`src/rtl/pwr_seq_pkg.sv`:
```
package pwr_seq_pkg;

  typedef enum logic [2:0] {
    MODE_RUN     = 3'd0,
    MODE_LPRUN   = 3'd1,
    MODE_SLEEP   = 3'd2,
    MODE_LPSLEEP = 3'd3,
    MODE_STOP0   = 3'd4,
    MODE_STOP1   = 3'd5
  } pmode_e;

  // Strobes from the sequencing control to the datapath
  typedef struct packed {
    logic startSettle;  // main regulator turned back on
    logic armEvt;       // set the internal event latch on entry
    logic consumeEvt;   // first wait consumes the latch
    logic captureSel;   // store selection of a fresh request
  } seq_strobe_t;

  function automatic logic isLowPower(pmode_e m);
    return (m == MODE_SLEEP) || (m == MODE_LPSLEEP) ||
           (m == MODE_STOP0) || (m == MODE_STOP1);
  endfunction

endpackage

```
`src/rtl/pwr_seq_dp.sv`:
```
module pwr_seq_dp
  import pwr_seq_pkg::*;
#(
  parameter int SETTLE_CYCLES = 8
) (
  input  logic        clk,
  input  logic        rst_n,
  input  seq_strobe_t strobe,
  input  pmode_e      curMode,
  input  logic        waitEvt,
  input  logic        deepSel,
  output logic        settling,
  output logic        evtLatch,
  output logic        waitIsEvt,
  output logic        prevDeep,
  output logic        hasPrev,
  output logic        coreClkEn,
  output logic        periphClkEn,
  output logic        mainRegEn,
  output logic        regLpFlag,
  output logic        fullSpeedOk
);
  localparam int CNT_W = $clog2(SETTLE_CYCLES + 1);
  localparam logic [CNT_W-1:0] CNT_LOAD = CNT_W'(SETTLE_CYCLES);

  logic [CNT_W-1:0] settleCnt;

  always_ff @(posedge clk or negedge rst_n) begin
    if (!rst_n) begin
      settleCnt <= '0;
    end else if (strobe.startSettle) begin
      settleCnt <= CNT_LOAD;
    end else if (settleCnt != '0) begin
      settleCnt <= settleCnt - CNT_W'(1);
    end
  end

  always_ff @(posedge clk or negedge rst_n) begin
    if (!rst_n) begin
      evtLatch  <= 1'b0;
      waitIsEvt <= 1'b0;
      prevDeep  <= 1'b0;
      hasPrev   <= 1'b0;
    end else begin
      if (strobe.armEvt) evtLatch <= 1'b1;
      else if (strobe.consumeEvt) evtLatch <= 1'b0;
      if (strobe.captureSel) begin
        waitIsEvt <= waitEvt;
        prevDeep  <= deepSel;
        hasPrev   <= 1'b1;
      end
    end
  end

  assign settling    = (settleCnt != '0);
  assign coreClkEn   = (curMode == MODE_RUN) || (curMode == MODE_LPRUN);
  assign periphClkEn = coreClkEn || (curMode == MODE_SLEEP) || (curMode == MODE_LPSLEEP);
  assign mainRegEn   = !((curMode == MODE_LPRUN) || (curMode == MODE_LPSLEEP) ||
                         (curMode == MODE_STOP1));
  assign regLpFlag   = !mainRegEn || settling;
  assign fullSpeedOk = (curMode == MODE_RUN) && !settling;

  a_r4_cnt_bound: assert property (@(posedge clk) disable iff (!rst_n)
    settleCnt <= CNT_LOAD);
  a_r4_count_down: assert property (@(posedge clk) disable iff (!rst_n)
    (settleCnt != '0 && !strobe.startSettle) |=> settleCnt == $past(settleCnt) - CNT_W'(1));

endmodule

```
`src/rtl/pwr_seq_ctrl.sv`:
```
module pwr_seq_ctrl
  import pwr_seq_pkg::*;
#(
  parameter int N_IRQ = 8
) (
  input  logic             clk,
  input  logic             rst_n,
  input  logic             sleepReq,
  input  logic             deepSel,
  input  logic             waitEvt,
  input  logic             lpRegCtl,
  input  logic             clkSlow,
  input  logic             sevOnPend,
  input  logic             sleepOnExit,
  input  logic             irqReturn,
  input  logic [N_IRQ-1:0] irqPend,
  input  logic [N_IRQ-1:0] irqEn,
  input  logic             wakeEvt,
  input  logic             settling,
  input  logic             evtLatch,
  input  logic             waitIsEvt,
  input  logic             prevDeep,
  input  logic             hasPrev,
  output pmode_e           state,
  output seq_strobe_t      strobe
);
  pmode_e nextState;
  logic   freshGo, reGo, goDeep, wake, inRun;
  pmode_e sleepTgt;

  assign inRun   = (state == MODE_RUN) || (state == MODE_LPRUN);
  assign freshGo = sleepReq && !settling;
  assign reGo    = !sleepReq && sleepOnExit && irqReturn && hasPrev && !settling;
  assign goDeep  = freshGo ? deepSel : prevDeep;
  assign sleepTgt = goDeep ? (lpRegCtl ? MODE_STOP1 : MODE_STOP0)
                           : (lpRegCtl ? MODE_LPSLEEP : MODE_SLEEP);
  assign wake = !evtLatch && (waitIsEvt ? (wakeEvt || (sevOnPend && (|irqPend)))
                                        : (|(irqPend & irqEn)));

  always_comb begin
    nextState = state;
    strobe    = '0;
    strobe.consumeEvt = isLowPower(state) && evtLatch;
    case (state)
      MODE_RUN, MODE_LPRUN: begin
        if (freshGo || reGo) begin
          nextState         = sleepTgt;
          strobe.captureSel = freshGo;
          strobe.armEvt     = freshGo ? waitEvt : waitIsEvt;
        end else if (state == MODE_RUN && lpRegCtl && clkSlow && !settling) begin
          nextState = MODE_LPRUN;
        end else if (state == MODE_LPRUN && !lpRegCtl) begin
          nextState          = MODE_RUN;
          strobe.startSettle = 1'b1;
        end
      end
      MODE_SLEEP:   if (wake) nextState = MODE_RUN;
      MODE_LPSLEEP: if (wake) nextState = MODE_LPRUN;
      MODE_STOP0:   if (wake) nextState = lpRegCtl ? MODE_LPRUN : MODE_RUN;
      MODE_STOP1: begin
        if (wake) begin
          nextState          = lpRegCtl ? MODE_LPRUN : MODE_RUN;
          strobe.startSettle = !lpRegCtl;
        end
      end
      default: nextState = MODE_RUN;
    endcase
  end

  always_ff @(posedge clk or negedge rst_n) begin
    if (!rst_n) state <= MODE_RUN;
    else        state <= nextState;
  end

  a_r3_lprun_needs_slow: assert property (@(posedge clk) disable iff (!rst_n)
    (state == MODE_RUN && !clkSlow) |=> state != MODE_LPRUN);
  a_r7_sleep_wakes_run: assert property (@(posedge clk) disable iff (!rst_n)
    (state == MODE_SLEEP) |=> (state == MODE_SLEEP || state == MODE_RUN));
  a_r7_lpsleep_wakes_lprun: assert property (@(posedge clk) disable iff (!rst_n)
    (state == MODE_LPSLEEP) |=> (state == MODE_LPSLEEP || state == MODE_LPRUN));
  a_r11_settle_in_run: assert property (@(posedge clk) disable iff (!rst_n)
    settling |-> (state == MODE_RUN));
  a_r11_settle_holds_run: assert property (@(posedge clk) disable iff (!rst_n)
    settling |=> (state == MODE_RUN));
  a_r8_irq_wait_only_enabled: assert property (@(posedge clk) disable iff (!rst_n)
    (isLowPower(state) && !waitIsEvt && ((irqPend & irqEn) == '0)) |=> $stable(state));
  a_r9_first_wait_consumed: assert property (@(posedge clk) disable iff (!rst_n)
    (isLowPower(state) && evtLatch) |=> $stable(state));
  a_r2_lowpower_not_in_run: assert property (@(posedge clk) disable iff (!rst_n)
    (inRun && !sleepReq && !irqReturn) |=> !isLowPower(state));

endmodule

```
`src/rtl/pwr_mode_seq.sv`:
```
module pwr_mode_seq
  import pwr_seq_pkg::*;
#(
  parameter int N_IRQ         = 8,
  parameter int SETTLE_CYCLES = 8
) (
  input  logic             clk,
  input  logic             rst_n,
  input  logic             sleepReq,
  input  logic             deepSel,
  input  logic             waitEvt,
  input  logic             lpRegCtl,
  input  logic             clkSlow,
  input  logic             sevOnPend,
  input  logic             sleepOnExit,
  input  logic             irqReturn,
  input  logic [N_IRQ-1:0] irqPend,
  input  logic [N_IRQ-1:0] irqEn,
  input  logic             wakeEvt,
  output logic [2:0]       mode,
  output logic             coreClkEn,
  output logic             periphClkEn,
  output logic             mainRegEn,
  output logic             regLpFlag,
  output logic             regSettling,
  output logic             fullSpeedOk
);
  pmode_e      curMode;
  seq_strobe_t strobe;
  logic        settling, evtLatch, waitIsEvt, prevDeep, hasPrev;

  pwr_seq_ctrl #(.N_IRQ(N_IRQ)) ctrl (
    .clk(clk), .rst_n(rst_n), .sleepReq(sleepReq), .deepSel(deepSel),
    .waitEvt(waitEvt), .lpRegCtl(lpRegCtl), .clkSlow(clkSlow),
    .sevOnPend(sevOnPend), .sleepOnExit(sleepOnExit), .irqReturn(irqReturn),
    .irqPend(irqPend), .irqEn(irqEn), .wakeEvt(wakeEvt),
    .settling(settling), .evtLatch(evtLatch), .waitIsEvt(waitIsEvt),
    .prevDeep(prevDeep), .hasPrev(hasPrev), .state(curMode), .strobe(strobe)
  );

  pwr_seq_dp #(.SETTLE_CYCLES(SETTLE_CYCLES)) dp (
    .clk(clk), .rst_n(rst_n), .strobe(strobe), .curMode(curMode),
    .waitEvt(waitEvt), .deepSel(deepSel), .settling(settling),
    .evtLatch(evtLatch), .waitIsEvt(waitIsEvt), .prevDeep(prevDeep),
    .hasPrev(hasPrev), .coreClkEn(coreClkEn), .periphClkEn(periphClkEn),
    .mainRegEn(mainRegEn), .regLpFlag(regLpFlag), .fullSpeedOk(fullSpeedOk)
  );

  assign mode        = curMode;
  assign regSettling = settling;

endmodule

```
`config.mk`:
```
export PLATFORM = sky130hd
export DESIGN_NAME = pwr_mode_seq
export DESIGN_NICKNAME = d
export VERILOG_FILES = /design/src/rtl/pwr_seq_pkg.sv /design/src/rtl/pwr_seq_dp.sv /design/src/rtl/pwr_seq_ctrl.sv /design/src/rtl/pwr_mode_seq.sv
export SDC_FILE = /design/constraint.sdc
export NUM_CORES = 1
export LEC_CHECK = 0
export ABC_AREA = 1
export BUFFER_PORTS_ARGS = -buffer_cell sky130_fd_sc_hd__buf_2
export CAP_MARGIN = 20
export CORE_ASPECT_RATIO = 1.2
export CORE_MARGIN = 1.5
export CORE_UTILIZATION = 28
export CTS_CLUSTER_SIZE = 25
export DETAILED_ROUTE_END_ITERATION = 10
export GPL_ROUTABILITY_DRIVEN = 0
export PLACE_DENSITY = 0.59
export SLEW_MARGIN = 30
export SYNTH_ARGS = -nofsm -noshare
export SYNTH_HDL_FRONTEND = slang
export SYNTH_HIERARCHICAL = 1
export SYNTH_SLANG_ARGS = --single-unit
```
`constraint.sdc`:
```
create_clock -name clk -period 1.4 [get_ports clk]
set_input_delay 0.28 -clock clk [delete_from_list [all_inputs] [get_ports clk]]
set_output_delay 0.28 -clock clk [all_outputs]
set_load 0.01 [all_outputs]
```
==> results of run 1 <==
==> layout by cell type (no fill, tap or decap), types with 4 or more instances in the layout <==
master,Yosys,layout
nor2_1,14,13
buf_6,0,4
buf_2,0,34
nor2_4,3,4
buf_4,0,14
nand2_1,41,41
nand3_1,10,8
inv_2,7,11
inv_1,12,8
dfrtp_1,11,10
==> cell usage after synthesis (2+ instances only) <==
library cell / instances / area share
a21oi_1: 2 / 0.012
dfrtp_1: 11 / 0.33
inv_1: 12 / 0.054
inv_2: 7 / 0.031
nand2_1: 41 / 0.18
nand3_1: 10 / 0.060
nand3b_1: 2 / 0.018
nand4_1: 3 / 0.022
nor2_1: 14 / 0.063
nor2_2: 3 / 0.022
nor2_4: 3 / 0.040
o21ai_1: 2 / 0.012
==> area by class of cell <==
| class | count | area share |
|---|---|---|
| well taps | 34 | 0.0328 |
| inverters | 19 | 0.0549 |
| flip-flops and latches | 11 | 0.213 |
| repair buffers | 53 | 0.254 |
| multi-input cells | 92 | 0.425 |
| clock buffers | 4 | 0.0202 |
==> cells by family (layout without fill, tap and decap cells) <==
kind of cell | after synthesis | count (layout) | synth area share
flops | 11 | 11 | 0.330
simple gates | 82 | 82 | 0.492
compound gates | 8 | 8 | 0.0660
mux | 1 | 1 | 0.0120
buf+inv | 19 | 76 | 0.0855
fa+ha+maj | 1 | 1 | 0.0150
==> layer usage <==
metal  GRT usage  wire length, µm
met5           0                0
met1       0.191              964
met3      0.0263              119
met4      0.0353                0
met2       0.238             1070
==> final timing paths <==
kind                                 start               to  slack, ps  cells past startpoint
max                        dp/settleCnt[1]      fullSpeedOk       -230                      6
min                                waitEvt     dp/waitIsEvt        240                      3
max reg2reg                dp/settleCnt[1]    ctrl/state[1]       -190                      9
min reg2reg                     dp/hasPrev       dp/hasPrev        470                      1
max in group asynchronous            rst_n    ctrl/state[1]        750                      2
min in group asynchronous            rst_n  dp/settleCnt[2]        420                      2
==> stage by stage <==
stage	setup WS [ps]	instance area, µm²	cells	total power [µW]	util
2_1_floorplan	-111	862	122	1450	-
3_3_place_gp	-96.2	1150	201	1900	0.411
3_5_place_dp	-154	1150	201	1930	0.411
4_1_cts	-257	1250	211	2300	0.444
5_1_grt	-320	1300	213	2600	0.462
6_report	-231	1300	213	2380	0.462
==> registers in the layout, indices dropped and copies added, names as in the netlist <==
| register | count |
|---|---|
| ctrl/state | 3 |
| dp/settleCnt | 4 |
| dp/evtLatch | 1 |
| dp/waitIsEvt | 1 |
| dp/hasPrev | 1 |
| dp/prevDeep | 1 |
==> power breakdown <==
| part | leakage (µW) | switching (µW) | internal [µW] |
|---|---|---|---|
| Sequential | 0.000135 | 125 | 464 |
| Combinational | 0.000537 | 828 | 746 |
| Clock | 0.0000150 | 108 | 110 |
==> critical path: stages, from the launching register on <==
cell     delay [ps]
dfrtp_1         390
inv_2            70
ha_4            140
nand3_4          80
buf_6           130
nor3b_2         130
buf_2           140
==> repair_timing <==
item / CTS / global route
hold buffers: 1 / 0
pin swaps: 6 / 7
hold endpoints to repair: 11 / 0
gates resized for setup: 6 / 8
setup buffers: 5 / 2
setup endpoints to repair: 13 / 16
==> results.toml, run 1 <==
[worst_hold_path]
hold_path.class = "primary input to register"

[layout]
fill_cells = 276
nets = 208
drive_above_1_share = 0.492
multi_input_area_um2 = 552
antenna_cells = 0
seqCellArea_um2 = 277
area_growth_pct = 55.6

[clocking]
cts_root_buffer = "clkbuf_4"
cts_sinks = 11
cts_tree = "built"
clockBufferDepth = 2
cts.clk_slew.worst_paths_ps = 70
cts_inserted_buffers = 3
h-tree-depth = 1
worstSkewPairLatency_ps = 260

[synthesis]
ys_warn_count = 6
syn_inst = 122
yosysSeqAreaShare = 0.330
post_synth_num_cell_types = 24
synth_nets = 150
syn_area_per_cell_um2 = 6.84
synth_edf_count = 0
syn_area_um2 = 835
synthArstFlopShare = 1.00
synth_seq_cells = 11
ys.flop_type = "dfrtp_1"

[global_routing]
first_global_vias = 962
grt_pass1_wl_um = 3790
antenna_found_initial = 0
overflow = 0
grt_max_degree = 12
grt_usage = 0.144

[worst_setup_path]
worstSetupEndpointType = "output port"
worstSetupPathType = "register to output port"
crit_required_ps = 1120
worstSetupStartpointType = "register"
arrival_ps = 1350
cp_max_fo = 3

[placement]
dp_hpwl_um = 1650
io_buffers = 35

[drt]
routed_wl_um = 2150
vias = 970
via_per_inst = 4.55
wl_per_cell_um = 10.1
drtIter0Drc = 24
ant_nets = 0
drt_pass1_iterations = 4
drc = 0

[run_status]
violations = "setup timing"
status = "finished, violations left"

[sta]
finClkSkew_ps = 0.532
fin_ws_ps = -231
drv_slew = 0
fmax_ghz = 0.613
min_period_over_period = 1.17
timing.hold.ws_ps = 243
setup_violations = 14
slew_headroom = 0.817
hold_viol = 0
tightest_slew_ps = 274
fin_crit_ps = 1630
rsz0062_at_grt = "yes"
fin_tns_setup_ps = -2130

[die]
die_w_um = 52.8
core_area_um2 = 2810
dieArea_um2 = 3320
io_pins = 36
start_util = 0.297
rows = 21
die_height_um = 62.8

[power]
ir_drop_mv = 0.844
cellPowerDensity_nw_per_um2 = 1830
p_leak_uw = 0.000687

[run]
cap_violations = 0
Note: power is estimated with default switching activity, not from simulation.
==> inputs of run 2 (changes only) <==
--- a/config.mk
+++ b/config.mk
@@ -5,16 +5,15 @@
 export SDC_FILE = /design/constraint.sdc
 export NUM_CORES = 1
 export LEC_CHECK = 0
-export ABC_AREA = 1
-export BUFFER_PORTS_ARGS = -buffer_cell sky130_fd_sc_hd__buf_2
 export CAP_MARGIN = 20
 export CORE_ASPECT_RATIO = 1.2
 export CORE_MARGIN = 1.5
 export CORE_UTILIZATION = 28
 export CTS_CLUSTER_SIZE = 25
 export DETAILED_ROUTE_END_ITERATION = 10
+export DONT_BUFFER_PORTS = 1
 export GPL_ROUTABILITY_DRIVEN = 0
-export PLACE_DENSITY = 0.59
+export PLACE_DENSITY = 0.48
 export SLEW_MARGIN = 30
 export SYNTH_ARGS = -nofsm -noshare
 export SYNTH_HDL_FRONTEND = slang
==> run 2 against run 1 <==
Critical endpoint is now ctrl/state[2]. Critical path depth increased by 3. Non-clock buffer count decreased by 27. Sequential share of layout area is 3.3 points higher. Register-to-register slack lost 260 ps. Maximum frequency decreased by 12%. Utilization fell by 1.5 points. Largest power group unchanged. First-iteration DRC count is 67% lower. Combinational power down 3%. The run still ends with setup timing left. Design area fell by 14%.
==> results.toml, run 2 <==
[layout]
fill_cells = 260
largest_reg_flops = 4
nets = 136
mostFrequentLayoutCell = "buf_4"
drive_above_1_share = 0.486
top_register = "dp/settleCnt"
area_growth_pct = 54.8
largest_registers = "dp/settleCnt x4, ctrl/state x3"
layout_common_cells = "buf_4, dfrtp_1, inv_1"
final_core_util = 0.447
antenna_cells = 0
design_area_um2 = 1120
fin_cells = 140

[drt]
drt_pass1_iterations = 4
vias = 713
drtIter0Drc = 8
via_per_inst = 5.09
ant_nets = 0
drc = 0
wl_per_cell_um = 14.0
routed_wl_um = 1960

[sta]
fin_tns_setup_ps = -4850
fin_ws_ps = -453
slew_headroom = 0.630
hold_viol = 0
rsz0062_at_grt = "yes"
fin_crit_ps = 1850
setup_violations = 14
fmax_ghz = 0.540
tightest_slew_ps = 553
drv_slew = 0
finClkSkew_ps = 7.77
min_period_over_period = 1.32

[synthesis]
synth_top_area_share = 0.381
synth_nets = 107
synthTopCellsByCount = "dfrtp_1, inv_1, nor2_1"
synth-compound-area-share = 0.205
synthArstFlopShare = 1.00
ys_warn_count = 6
yosys.area.top_type = "dfrtp_1"
synthXorXnorAreaFrac = 0.0121
syn_inst = 79
yosys.cell_count.top_type = "dfrtp_1"
yosysSeqAreaShare = 0.381
synth_seq_cells = 11
post_synth_num_cell_types = 36
synth_top_family_by_area = "simple AND/OR/NAND/NOR gates"
muxShareOfSynthArea = 0.0884
syn_area_per_cell_um2 = 9.14
ys.flop_type = "dfrtp_1"
syn_area_um2 = 722
synth-adder-area-share = 0.0173
synthTopCellsByArea = "dfrtp_1, mux2_2, mux2i_1"
synth_edf_count = 0
yosys.area_share.simple = 0.237

[clocking]
clockBufferDepth = 2
worstSkewPairLatency_ps = 270
cts_root_buffer = "clkbuf_4"
cts.clk_slew.worst_paths_ps = 80
cts_inserted_buffers = 3
cts_sinks = 11
cts_tree = "built"
h-tree-depth = 1

[placement]
dp_cells = 125
io_buffers = 0
dp_hpwl_um = 1430
postPlaceCellArea_um2 = 922

[run_status]
status = "finished, violations left"
violations = "setup timing"

[power]
p_leak_uw = 0.000488
switching_share = 0.383
seqPwrFrac = 0.245
p_int_uw = 1430
comb_power_share = 0.657
ir_drop_mv = 0.906
power_uw = 2320
clkPwrFrac = 0.097
p_switching_uw = 890
cellPowerDensity_nw_per_um2 = 2080

[global_routing]
use_met3 = 0.0279
first_global_vias = 687
grt_usage = 0.134
use_met1 = 0.137
grt_max_degree = 14
top_usage_layer = "met2"
overflow = 0
grt_util_met2 = 0.253
antenna_found_initial = 0
grt_pass1_wl_um = 2900

[run]
cap_violations = 0

[worst_setup_path]
cp_max_fo = 3
path_cells = "inv_2 -> ha_4 -> nor3b_4 -> inv_2 -> buf_6 -> nand2b_4 -> mux2i_2 -> or3_1 -> a21oi_1"
path_common_cell = "inv_2"
cp_slowest_cell = "dfrtp_1"
rr_endpoint = "ctrl/state[2]"
worstSetupStartpointType = "register"
timing.critical_path.to = "ctrl/state[2]"
worstSetupPathType = "register to register"
arrival_ps = 2060
reg2reg_setup_slack_ps = -450
worstSetupEndpointType = "register"
crit-reg2reg-launch = "dp/settleCnt[0]"
crit_start = "dp/settleCnt[0]"
reg2reg_depth = 9
worst_path_largest_cell_delay_ps = 400
crit_required_ps = 1610

[die]
core_area_um2 = 2500
die_w_um = 49.4
die_height_um = 58.6
start_util = 0.288
rows = 20
io_pins = 36
dieArea_um2 = 2890

[worst_hold_path]
hold_path.class = "primary input to register"
run 2: cell types whose count changed after synthesis, sizes merged, moves of 3 or more:
cell / previous run / this run
inv: 19 / 9
mux2: 0 / 3
nand2: 42 / 4
nand2b: 0 / 3
nand3: 11 / 1
nand4: 4 / 0
nor2: 21 / 5
nor3: 0 / 3
nor4: 0 / 4
run 2: how the worst min path moves through the flow:
stage	start	end	slack [ps]	cells after the start
after floorplan	rst_n	ctrl/state[0]	-20	0
after global placement	rst_n	dp/waitIsEvt	-20	0
after detailed placement	rst_n	dp/waitIsEvt	-20	0
after CTS	waitEvt	dp/waitIsEvt	150	1
after global routing	deepSel	dp/prevDeep	150	1
final	waitEvt	dp/waitIsEvt	150	1
run 2: power by group through the flow:
stage | logic [µW] | registers (µW) | clock network, µW
final | 1530 | 570 | 226
after CTS | 1340 | 568 | 232
after detailed placement | 1160 | 564 | 0
after global routing | 1670 | 584 | 245
after floorplan | 687 | 614 | 0
after global placement | 1150 | 561 | 0
run 2: cell families (layout without fill, tap and decap cells):
group	after synthesis	count (layout)
AO/OA/AOI/OAI	20	20
XOR/XNOR	1	1
adder cells (fa/ha/maj)	1	1
buffers and inverters	11	39
flip-flops	11	11
multiplexers	6	6
AND/OR/NAND/NOR	29	29
run 2: what timing repair did:
action / CTS / global route
setup buffers: 3 / 7
pin swaps: 6 / 6
setup endpoints to repair: 14 / 15
endpoints found under the hold margin: 11 / 0
gates resized for setup: 13 / 7
hold buffers: 1 / 0
run 2: metrics by stage:
stage / hold slack (ps) / setup WS, ps
after floorplan: -15.6 / -374
after global placement: -15.4 / -332
after detailed placement: -15.4 / -350
after CTS: 149 / -438
after global routing: 149 / -539
final: 154 / -453
run 2: worst max-delay path: cells and delay by family, from the launching register on:
family	cells	cell delay, ps
buffers and inverters	3	270
flip-flops	1	400
multiplexers	1	160
AO/OA/AOI/OAI	1	140
adder cells (fa/ha/maj)	1	130
AND/OR/NAND/NOR	3	690
run 2: routing by layer:
layer / vias to the layer above / share of wire
li1: 346 / -
met1: 339 / 0.36
met2: 26 / 0.57
met3: 2 / 0.057
met4: 0 / 0.0056
met5: - / 0
run 2: area by class of cell:
cell class | instances | area [µm²] | area share
clock buffer | 3 | 22.5 | 0.0202
clock inverter | 1 | 5.00 | 0.00448
timing repair buffer | 26 | 229 | 0.205
sequential | 11 | 275 | 0.246
multi-input combinational | 57 | 510 | 0.457
inverter | 9 | 33.8 | 0.0302
tap | 33 | 41.3 | 0.0370
